`config.mk`:
```
export PLATFORM = sky130hd
export DESIGN_NAME = crb_cmd_sequencer
export DESIGN_NICKNAME = d
export VERILOG_FILES = /design/src/rtl/crb_cmd_sequencer.sv
export SDC_FILE = /design/constraint.sdc
export NUM_CORES = 1
export LEC_CHECK = 0
export ABC_AREA = 1
export CAP_MARGIN = 20
export CORE_ASPECT_RATIO = 1.75
export CORE_MARGIN = 4
export CORE_UTILIZATION = 35
export DETAILED_ROUTE_END_ITERATION = 12
export HOLD_SLACK_MARGIN = 0.15
export PLACE_DENSITY = 0.61
export SYNTH_ARGS = -nofsm -noshare
export SYNTH_HDL_FRONTEND = slang
export SYNTH_SLANG_ARGS = --single-unit
```
`constraint.sdc`:
```
create_clock -name clk -period 5.36 [get_ports clk]
set_input_delay 1.34 -clock clk [delete_from_list [all_inputs] [get_ports clk]]
set_output_delay 1.34 -clock clk [all_outputs]
set_load 0.01 [all_outputs]
```
`src/rtl/crb_cmd_sequencer.sv`:
```
module crb_cmd_sequencer #(
  parameter int ADDR_W      = 12,
  parameter int MAX_RSP_LEN = 256,
  parameter int TMO_W       = 16,
  parameter int POLL_TMO    = 256,
  parameter int CANCEL_TMO  = 64,
  parameter int CMD_OFF     = 'h80,
  parameter int RSP_OFF     = 'h80,
  localparam int LEN_W      = $clog2(MAX_RSP_LEN + 1)
) (
  input  logic              clk,
  input  logic              rst_n,
  input  logic              go,
  input  logic [LEN_W-1:0]  cmd_len,
  input  logic [TMO_W-1:0]  cmd_timeout,
  output logic              busy,
  output logic              done,
  output logic [3:0]        err,
  output logic [LEN_W-1:0]  rsp_len,
  output logic [31:0]       cmd_code,
  output logic              bus_req,
  output logic              bus_we,
  output logic              bus_byte,
  output logic [ADDR_W-1:0] bus_addr,
  output logic [31:0]       bus_wdata,
  input  logic              bus_ack,
  input  logic [31:0]       bus_rdata,
  output logic [LEN_W-1:0]  lbuf_addr,
  input  logic [7:0]        lbuf_rdata,
  output logic              lbuf_we,
  output logic [7:0]        lbuf_wdata
);

  localparam logic [ADDR_W-1:0] A_LOCST  = ADDR_W'('h00);
  localparam logic [ADDR_W-1:0] A_LOCCTL = ADDR_W'('h08);
  localparam logic [ADDR_W-1:0] A_REQ    = ADDR_W'('h40);
  localparam logic [ADDR_W-1:0] A_STS    = ADDR_W'('h44);
  localparam logic [ADDR_W-1:0] A_CANCEL = ADDR_W'('h48);
  localparam logic [ADDR_W-1:0] A_START  = ADDR_W'('h4C);
  localparam logic [ADDR_W-1:0] A_CMDSZ  = ADDR_W'('h58);
  localparam logic [31:0] HDR_LEN  = 32'd10;
  localparam logic [31:0] MAX_LEN  = 32'(MAX_RSP_LEN);
  localparam logic [TMO_W-1:0] T_POLL = TMO_W'(POLL_TMO);
  localparam logic [TMO_W-1:0] T_CAN  = TMO_W'(CANCEL_TMO);

  typedef enum logic [4:0] {
    S_IDLE, S_RDSZ, S_RDSTS, S_LOCREQ, S_LOCPOLL, S_CLRCAN, S_CHKIDLE,
    S_REQIDLE, S_IDLEPOLL, S_REQRDY, S_RDYPOLL, S_CMDWR, S_DOORBELL,
    S_CMPPOLL, S_CANSET, S_CANPOLL, S_CANCLR, S_HDR, S_BODY, S_GOIDLE,
    S_RELQ, S_FINISH
  } st_t;

  st_t              st;
  logic [LEN_W-1:0] idx, len_q, clen_q;
  logic [TMO_W-1:0] tmo;
  logic [31:0]      hlen, code_q;
  logic [3:0]       err_q;
  logic             done_q;

  assign busy       = (st != S_IDLE);
  assign done       = done_q;
  assign err        = err_q;
  assign rsp_len    = len_q;
  assign cmd_code   = code_q;
  assign bus_req    = (st != S_IDLE) && (st != S_FINISH);
  assign lbuf_addr  = idx;
  assign lbuf_we    = ((st == S_HDR) || (st == S_BODY)) && bus_ack;
  assign lbuf_wdata = bus_rdata[7:0];

  wire tmo_out = (tmo == '0);

  always_comb begin
    bus_we    = 1'b0;
    bus_byte  = 1'b0;
    bus_addr  = '0;
    bus_wdata = '0;
    case (st)
      S_RDSZ:                         bus_addr = A_CMDSZ;
      S_RDSTS, S_CHKIDLE, S_IDLEPOLL: bus_addr = A_STS;
      S_LOCPOLL:                      bus_addr = A_LOCST;
      S_RDYPOLL:                      bus_addr = A_REQ;
      S_CMPPOLL, S_CANPOLL:           bus_addr = A_START;
      S_LOCREQ: begin bus_we = 1'b1; bus_addr = A_LOCCTL; bus_wdata = 32'd1; end
      S_RELQ:   begin bus_we = 1'b1; bus_addr = A_LOCCTL; bus_wdata = 32'd2; end
      S_CLRCAN, S_CANCLR: begin bus_we = 1'b1; bus_addr = A_CANCEL; end
      S_CANSET: begin bus_we = 1'b1; bus_addr = A_CANCEL; bus_wdata = 32'd1; end
      S_REQIDLE, S_GOIDLE: begin bus_we = 1'b1; bus_addr = A_REQ; bus_wdata = 32'd2; end
      S_REQRDY: begin bus_we = 1'b1; bus_addr = A_REQ; bus_wdata = 32'd1; end
      S_DOORBELL: begin bus_we = 1'b1; bus_addr = A_START; bus_wdata = 32'd1; end
      S_CMDWR: begin
        bus_we    = 1'b1;
        bus_byte  = 1'b1;
        bus_addr  = ADDR_W'(CMD_OFF) + ADDR_W'(idx);
        bus_wdata = {24'd0, lbuf_rdata};
      end
      S_HDR, S_BODY: begin
        bus_byte = 1'b1;
        bus_addr = ADDR_W'(RSP_OFF) + ADDR_W'(idx);
      end
      default: ;
    endcase
  end

  always_ff @(posedge clk) begin
    if (!rst_n) begin
      st     <= S_IDLE;
      idx    <= '0;
      len_q  <= '0;
      clen_q <= '0;
      tmo    <= '0;
      hlen   <= '0;
      code_q <= '0;
      err_q  <= '0;
      done_q <= 1'b0;
    end else begin
      done_q <= 1'b0;
      if (!tmo_out) tmo <= tmo - TMO_W'(1);
      case (st)
        S_IDLE: if (go) begin
          st     <= S_RDSZ;
          clen_q <= cmd_len;
          err_q  <= '0;
          len_q  <= '0;
          code_q <= '0;
          hlen   <= '0;
          idx    <= '0;
        end
        S_RDSZ: if (bus_ack) begin
          if (32'(clen_q) > bus_rdata) begin err_q <= 4'd1; st <= S_FINISH; end
          else st <= S_RDSTS;
        end
        S_RDSTS: if (bus_ack) begin
          if (bus_rdata[0]) begin err_q <= 4'd2; st <= S_FINISH; end
          else st <= S_LOCREQ;
        end
        S_LOCREQ: if (bus_ack) begin tmo <= T_POLL; st <= S_LOCPOLL; end
        S_LOCPOLL: if (bus_ack) begin
          if (bus_rdata[7] && bus_rdata[1]) st <= S_CLRCAN;
          else if (tmo_out) begin err_q <= 4'd3; st <= S_FINISH; end
        end
        S_CLRCAN: if (bus_ack) st <= S_CHKIDLE;
        S_CHKIDLE: if (bus_ack) st <= bus_rdata[1] ? S_REQRDY : S_REQIDLE;
        S_REQIDLE: if (bus_ack) begin tmo <= T_POLL; st <= S_IDLEPOLL; end
        S_IDLEPOLL: if (bus_ack) begin
          if (bus_rdata[1]) st <= S_REQRDY;
          else if (tmo_out) begin err_q <= 4'd4; st <= S_FINISH; end
        end
        S_REQRDY: if (bus_ack) begin tmo <= T_POLL; st <= S_RDYPOLL; end
        S_RDYPOLL: if (bus_ack) begin
          if (!bus_rdata[0]) begin
            idx <= '0;
            st  <= (clen_q == '0) ? S_DOORBELL : S_CMDWR;
          end else if (tmo_out) begin err_q <= 4'd5; st <= S_FINISH; end
        end
        S_CMDWR: if (bus_ack) begin
          if (idx >= LEN_W'(6) && idx <= LEN_W'(9)) code_q <= {code_q[23:0], lbuf_rdata};
          if (idx == clen_q - LEN_W'(1)) st <= S_DOORBELL;
          else idx <= idx + LEN_W'(1);
        end
        S_DOORBELL: if (bus_ack) begin tmo <= cmd_timeout; st <= S_CMPPOLL; end
        S_CMPPOLL: if (bus_ack) begin
          if (bus_rdata == 32'd0) begin idx <= '0; st <= S_HDR; end
          else if (tmo_out) st <= S_CANSET;
        end
        S_CANSET: if (bus_ack) begin tmo <= T_CAN; st <= S_CANPOLL; end
        S_CANPOLL: if (bus_ack) begin
          if (bus_rdata == 32'd0) st <= S_CANCLR;
          else if (tmo_out) begin err_q <= 4'd6; st <= S_FINISH; end
        end
        S_CANCLR: if (bus_ack) begin idx <= '0; st <= S_HDR; end
        S_HDR: if (bus_ack) begin
          if (idx >= LEN_W'(2) && idx <= LEN_W'(5)) hlen <= {hlen[23:0], bus_rdata[7:0]};
          if (idx == LEN_W'(9)) begin
            if (hlen < HDR_LEN || hlen > MAX_LEN) begin
              err_q <= 4'd7;
              st    <= S_FINISH;
            end else begin
              len_q <= hlen[LEN_W-1:0];
              idx   <= LEN_W'(10);
              st    <= (hlen == HDR_LEN) ? S_GOIDLE : S_BODY;
            end
          end else idx <= idx + LEN_W'(1);
        end
        S_BODY: if (bus_ack) begin
          if (idx == len_q - LEN_W'(1)) st <= S_GOIDLE;
          else idx <= idx + LEN_W'(1);
        end
        S_GOIDLE: if (bus_ack) st <= S_RELQ;
        S_RELQ:   if (bus_ack) st <= S_FINISH;
        S_FINISH: begin done_q <= 1'b1; st <= S_IDLE; end
        default: st <= S_IDLE;
      endcase
    end
  end

endmodule

```
==> impl_metrics.yaml, run 1 <==
sta:
  drv_slew: 0
  hold_viol: 0
  slew_headroom: 0.345
  tns_ps: 0
  period_minus_slack_ps: 4440
  rsz0062_at_grt: "no"
  max_slew.worst_pin.slew_ps: 982
  setup_viol: 0
  min_period_over_period: 0.829
  fin_worst_skew_ps: 11.1
  fmax_ghz: 0.225
logic_synthesis:
  ys_ff_latch: 116
  syn-instance-count: 1268
  yosysWarnings: 0
  synth_cell_type_count: 45
  synth.yosys.seq_area_share: 0.292
  ys.flop_type: "dfxtp_1"
  synth-edff-count: 0
  syn_avg_cell_area_um2: 6.27
  netlist_area_um2: 7960
  synthArstFlopShare: 0
layout:
  nets: 1477
  design_area_um2: 10000
  syn_to_final_growth_pct: 26.3
  diodes: 0
  final_layout_size_suffix_gt1_frac: 0.0762
status:
  outcome: "completed"
grt:
  grt_pass1_wl_mm: 45.4
  grt_usage: 0.229
  grt_pass1_vias: 8623
  grt_max_degree: 48
  grt.overflow.total: 0
  antenna_found_initial: 0
drt:
  drt-vias-per-instance: 5.06
  totalWireLength_mm: 29.1
  vias: 8601
  final_antenna_net_count: 0
  drt_pre_antenna_iters: 7
  drt_iter0_markers: 539
  drcViolationCount: 0
  wl_per_cell_um: 17.1
clock_tree:
  htree_levels: 4
  cts_buffers: 17
  path_clk_slew_ps: 60
  clock_latency_ps: 430
  ctsRootBufferMaster: "clkbuf_16"
  ctsResizeCount: 0
  clock_sinks: 116
  cts_buffer_depth: 2
  cts_tree: "built"
  cts_hold_buffers: 0
  post_cts_buffers: 0
min_path:
  hold_class: "register to register"
floorplan:
  start_util: 0.358
  dieArea_um2: 25300
  core_um2: 22300
  die_x_um: 122
  io_pins: 181
  fp-row-count: 72
  chipHeight_um: 207
setup_path:
  cp_max_fo: 9
  start_kind: "input pin"
  critPathKind: "input pin to output port"
  end_kind: "output port"
  cp_cell_sequence: "clkdlybuf4s50_1 > clkinv_1 > a21oi_1 > clkdlybuf4s50_1"
  slowest_stage: "clkdlybuf4s50_1"
  cp.required_ps: 4020
  cp_common_cell: "clkdlybuf4s50_1"
  crit_buf_inv: 3
  worstPathArrival_ps: 3100
  crit_family: "buffers and inverters"
  cpPeakStageDelay_ps: 600
place:
  gp_congestion: 0.955
  dp_hpwl_mm: 22.7
  port_buffers: 153
  place_area_um2: 9500
power_and_ir_drop:
  fin_total_pwr_mw: 4.97
  vdd_drop_max_v: 0.000227
  p_leak_nw: 4.52
  power.density_nw_per_um2: 495
job:
  maxCapViolCount: 0
-- cells in the mapped netlist (2+ instances only) --
library cell / count / share of area
buf_4: 43 / 0.041
nor2_8: 2 / 0.0050
a21oi_2: 2 / 0.0022
a22oi_1: 24 / 0.023
nor4_1: 2 / 0.0016
nand2_1: 297 / 0.14
nor2_4: 12 / 0.017
inv_1: 111 / 0.052
dfxtp_1: 116 / 0.29
o21ai_1: 3 / 0.0019
o211ai_1: 2 / 0.0019
a21oi_1: 87 / 0.055
nand3_2: 7 / 0.0088
nor2_1: 230 / 0.11
o21ai_0: 49 / 0.031
or2_2: 2 / 0.0016
or3_1: 2 / 0.0016
xnor2_1: 5 / 0.0055
buf_2: 18 / 0.011
a31oi_1: 3 / 0.0024
inv_2: 17 / 0.0080
nand3_1: 100 / 0.063
nand2_4: 2 / 0.0028
nand2_2: 13 / 0.010
xor2_1: 17 / 0.019
nand4_1: 31 / 0.024
nor3_1: 12 / 0.0075
nand3_4: 3 / 0.0066
nor3_2: 2 / 0.0025
clkbuf_1: 19 / 0.0090
nor2_2: 5 / 0.0039
ha_1: 17 / 0.027
-- routing by layer --
layer,routed length [µm],vias up,part of all wire,global-route usage
met4,1570,0,0.054,0.130
li1,-,4278,-,-
met3,1770,87,0.061,0.0493
met1,10300,3899,0.35,0.230
met5,0,-,0,0
met2,15400,337,0.53,0.423
-- worst paths after layout --
| check | from | endpoint | slack, ps | cells after the start |
|---|---|---|---|---|
| worst max-delay path | bus_ack | lbuf_we | 920 | 4 |
| worst max register to register | st[4] | hlen[12] | 2150 | 9 |
| worst min-delay path | hlen[27] | hlen[27] | 460 | 2 |
| worst min register to register | hlen[27] | hlen[27] | 460 | 2 |
-- sequential cells by signal, summed over array words and instances (netlist names) --
signal,flops
tmo,16
err,3
hlen,32
lbuf_addr,9
rsp_len,9
st,5
clen_q,9
cmd_code,32
done,1
-- area by class of cell --
class / count / area (µm²)
Clock buffer: 19 / 433
Clock inverter: 13 / 111
Fill cell: 2364 / 12200
Inverter: 130 / 489
Multi-Input combinational cell: 967 / 4750
Sequential cell: 116 / 2320
Tap cell: 296 / 370
Timing Repair Buffer: 159 / 1580
-- report_power, final --
| part | switching (mW) | internal (mW) | total (mW) |
|---|---|---|---|
| combinational | 1.69 | 0.902 | 2.59 |
| clock | 0.448 | 0.634 | 1.08 |
| sequential | 0.247 | 1.05 | 1.29 |
-- through the flow --
stage          cells   util  hold WS, ps  setup WS [ps]
3_3_place_gp    1668  0.427          451            944
4_1_cts         1700  0.452          466            920
3_5_place_dp    1668  0.427          457            934
6_report        1700  0.452          461            917
2_1_floorplan   1294      -          444           2270
5_1_grt         1700  0.452          486            819
-- tightest hold or removal path, delay by kind of cell, from the launching register on --
family | cells | cell delay [ps]
DFF | 1 | 310
and+or+nand+nor | 1 | 60
AOI/OAI and AO/OA | 1 | 50
-- layout by cell type, fill, tap and decap left out, types with 7 or more instances in the layout --
cell,n
clkbuf_16,17
nor3_1,12
dfxtp_1,116
nand3_2,7
nor2_4,12
ha_1,17
nand2_1,297
nand2_2,13
nand3_1,100
xor2_1,17
a21oi_1,87
inv_2,17
conb_1,27
nand4_1,31
a22oi_1,24
inv_1,111
nor2_1,230
o21ai_0,49
clkdlybuf4s50_1,153
-- kinds of logic (layout without fill, tap and decap cells) --
family / after synthesis / after routing / share of synthesized area
AO/OA/AOI/OAI: 175 / 175 / 0.123
buffers and inverters: 211 / 321 / 0.124
AND/OR/NAND/NOR: 726 / 726 / 0.410
XOR/XNOR: 22 / 22 / 0.0242
adder cells (fa/ha/maj): 17 / 17 / 0.0267
other: 1 / 27 / 0.000471
flip-flops: 116 / 116 / 0.292
(Power assumes the default switching activity.)
==> run 2, diff against run 1 <==
==> constraint.sdc (replaced) <==
create_clock -name clk -period 4.29 [get_ports clk]
set_input_delay 1.0725 -clock clk [delete_from_list [all_inputs] [get_ports clk]]
set_output_delay 1.0725 -clock clk [all_outputs]
set_load 0.01 [all_outputs]
==> impl_metrics.yaml, run 2 (synthesis gave the netlist of run 1 again) <==
clock_tree:
  cts_tree: "built"
  clock_latency_ps: 430
  ctsResizeCount: 0
  path_clk_slew_ps: 60
  post_cts_buffers: 0
  ctsRootBufferMaster: "clkbuf_16"
  clock_sinks: 116
  cts_buffers: 17
  htree_levels: 4
  cts_buffer_depth: 2
  cts_hold_buffers: 0
setup_path:
  critPathKind: "register to output port"
  end_kind: "output port"
  start_kind: "register"
  cp_max_fo: 9
  regToRegSetupSlack_ps: 1560
  worstPathArrival_ps: 2650
  cp.required_ps: 3220
place:
  port_buffers: 153
  dp.cells: 1682
  gp_congestion: 0.980
  dp_hpwl_mm: 23.0
layout:
  final_layout_size_suffix_gt1_frac: 0.0846
  final_cell_count_no_fill: 1714
  diodes: 0
  nets: 1491
  final_core_util: 0.461
  mostFrequentLayoutCells: "297 x nand2_1, 230 x nor2_1, 153 x clkdlybuf4s50_1, 116 x dfxtp_1, 111 x inv_1"
  syn_to_final_growth_pct: 28.9
  final_common_cell: "nand2_1"
floorplan:
  fp-row-count: 72
  dieArea_um2: 25300
  chipHeight_um: 207
  io_pins: 181
  start_util: 0.358
  core_um2: 22300
  die_x_um: 122
drt:
  totalWireLength_mm: 29.2
  drt_pre_antenna_iters: 7
  drcViolationCount: 0
  drt-vias-per-instance: 5.07
  vias: 8696
  wl_per_cell_um: 17.1
  final_antenna_net_count: 0
  drt_iter0_markers: 533
sta:
  period_minus_slack_ps: 3720
  fmax_ghz: 0.269
  rsz0062_at_grt: "no"
  timing.hold.ws_ps: 463
  slew_headroom: 0.466
  hold_viol: 0
  min_period_over_period: 0.867
  max_slew.worst_pin.slew_ps: 800
  fin_worst_skew_ps: 6.92
  setup_viol: 0
  drv_slew: 0
  tns_ps: 0
grt:
  grt.overflow.total: 0
  grt_pass1_vias: 8562
  grt_usage: 0.231
  grt_max_degree: 40
  antenna_found_initial: 0
  grt_pass1_wl_mm: 45.5
power_and_ir_drop:
  vdd_drop_max_v: 0.000398
  p_leak_nw: 4.65
  power.density_nw_per_um2: 632
min_path:
  hold_class: "register to register"
status:
  outcome: "completed"
job:
  maxCapViolCount: 0
-- run 2: cell count changes in the layout (fill, tap and decap cells not counted) --
cell        delta
buf_4         +14
bufinv_16      +3
clkbuf_1       +1
clkbuf_8       +5
clkinv_2       -4
clkinv_4       -2
clkinvlp_4     -3
-- run 2: stage by stage --
stage / total power, mW / area [µm²] / worst slack, ps
2_1_floorplan: 3.91 / 8050 / 1680
3_3_place_gp: 4.88 / 9610 / 793
3_5_place_dp: 4.90 / 9610 / 793
4_1_cts: 6.50 / 10300 / 584
5_1_grt: 6.98 / 10300 / 401
6_report: 6.48 / 10300 / 570
-- run 2: path summary, 6_finish.rpt --
| kind | startpoint | to | cells after the start |
|---|---|---|---|
| min reg2reg | hlen[28] | hlen[28] | 2 |
| max reg2reg | lbuf_addr[1] | cmd_code[4] | 12 |
| max | st[0] | bus_addr[3] | 8 |
| min | hlen[28] | hlen[28] | 2 |
-- run 2: final cells by class --
| type | count | area [µm²] |
|---|---|---|
| Timing Repair Buffer | 173 | 1680 |
| Sequential cell | 116 | 2320 |
| Multi-Input combinational cell | 967 | 4750 |
| Tap cell | 296 | 370 |
| Fill cell | 2388 | 12000 |
| Clock buffer | 25 | 505 |
| Inverter | 130 | 489 |
| Clock inverter | 7 | 141 |
-- run 2: critical path, stage by stage, from the launching register on --
cell,delay (ps)
dfxtp_1,620
inv_2,130
nand2_2,130
a21oi_2,100
nor2_1,290
inv_1,170
a21oi_1,170
nand3_1,110
clkdlybuf4s50_1,500
-- run 2: metal layers --
layer / track usage / routed length, µm / up-vias
li1: - / - / 4310
met1: 0.227 / 10300 / 3944
met2: 0.417 / 15100 / 343
met3: 0.0564 / 1850 / 99
met4: 0.155 / 1960 / 0
met5: 0 / 0 / -
-- run 2: where the power goes --
group / leakage (nW) / internal [mW] / switching (mW) / total, mW
clock network: 0.314 / 1.05 / 0.527 / 1.58
logic: 3.39 / 1.16 / 2.14 / 3.30
registers: 0.945 / 1.31 / 0.294 / 1.60
total: 4.65 / 3.52 / 2.96 / 6.48
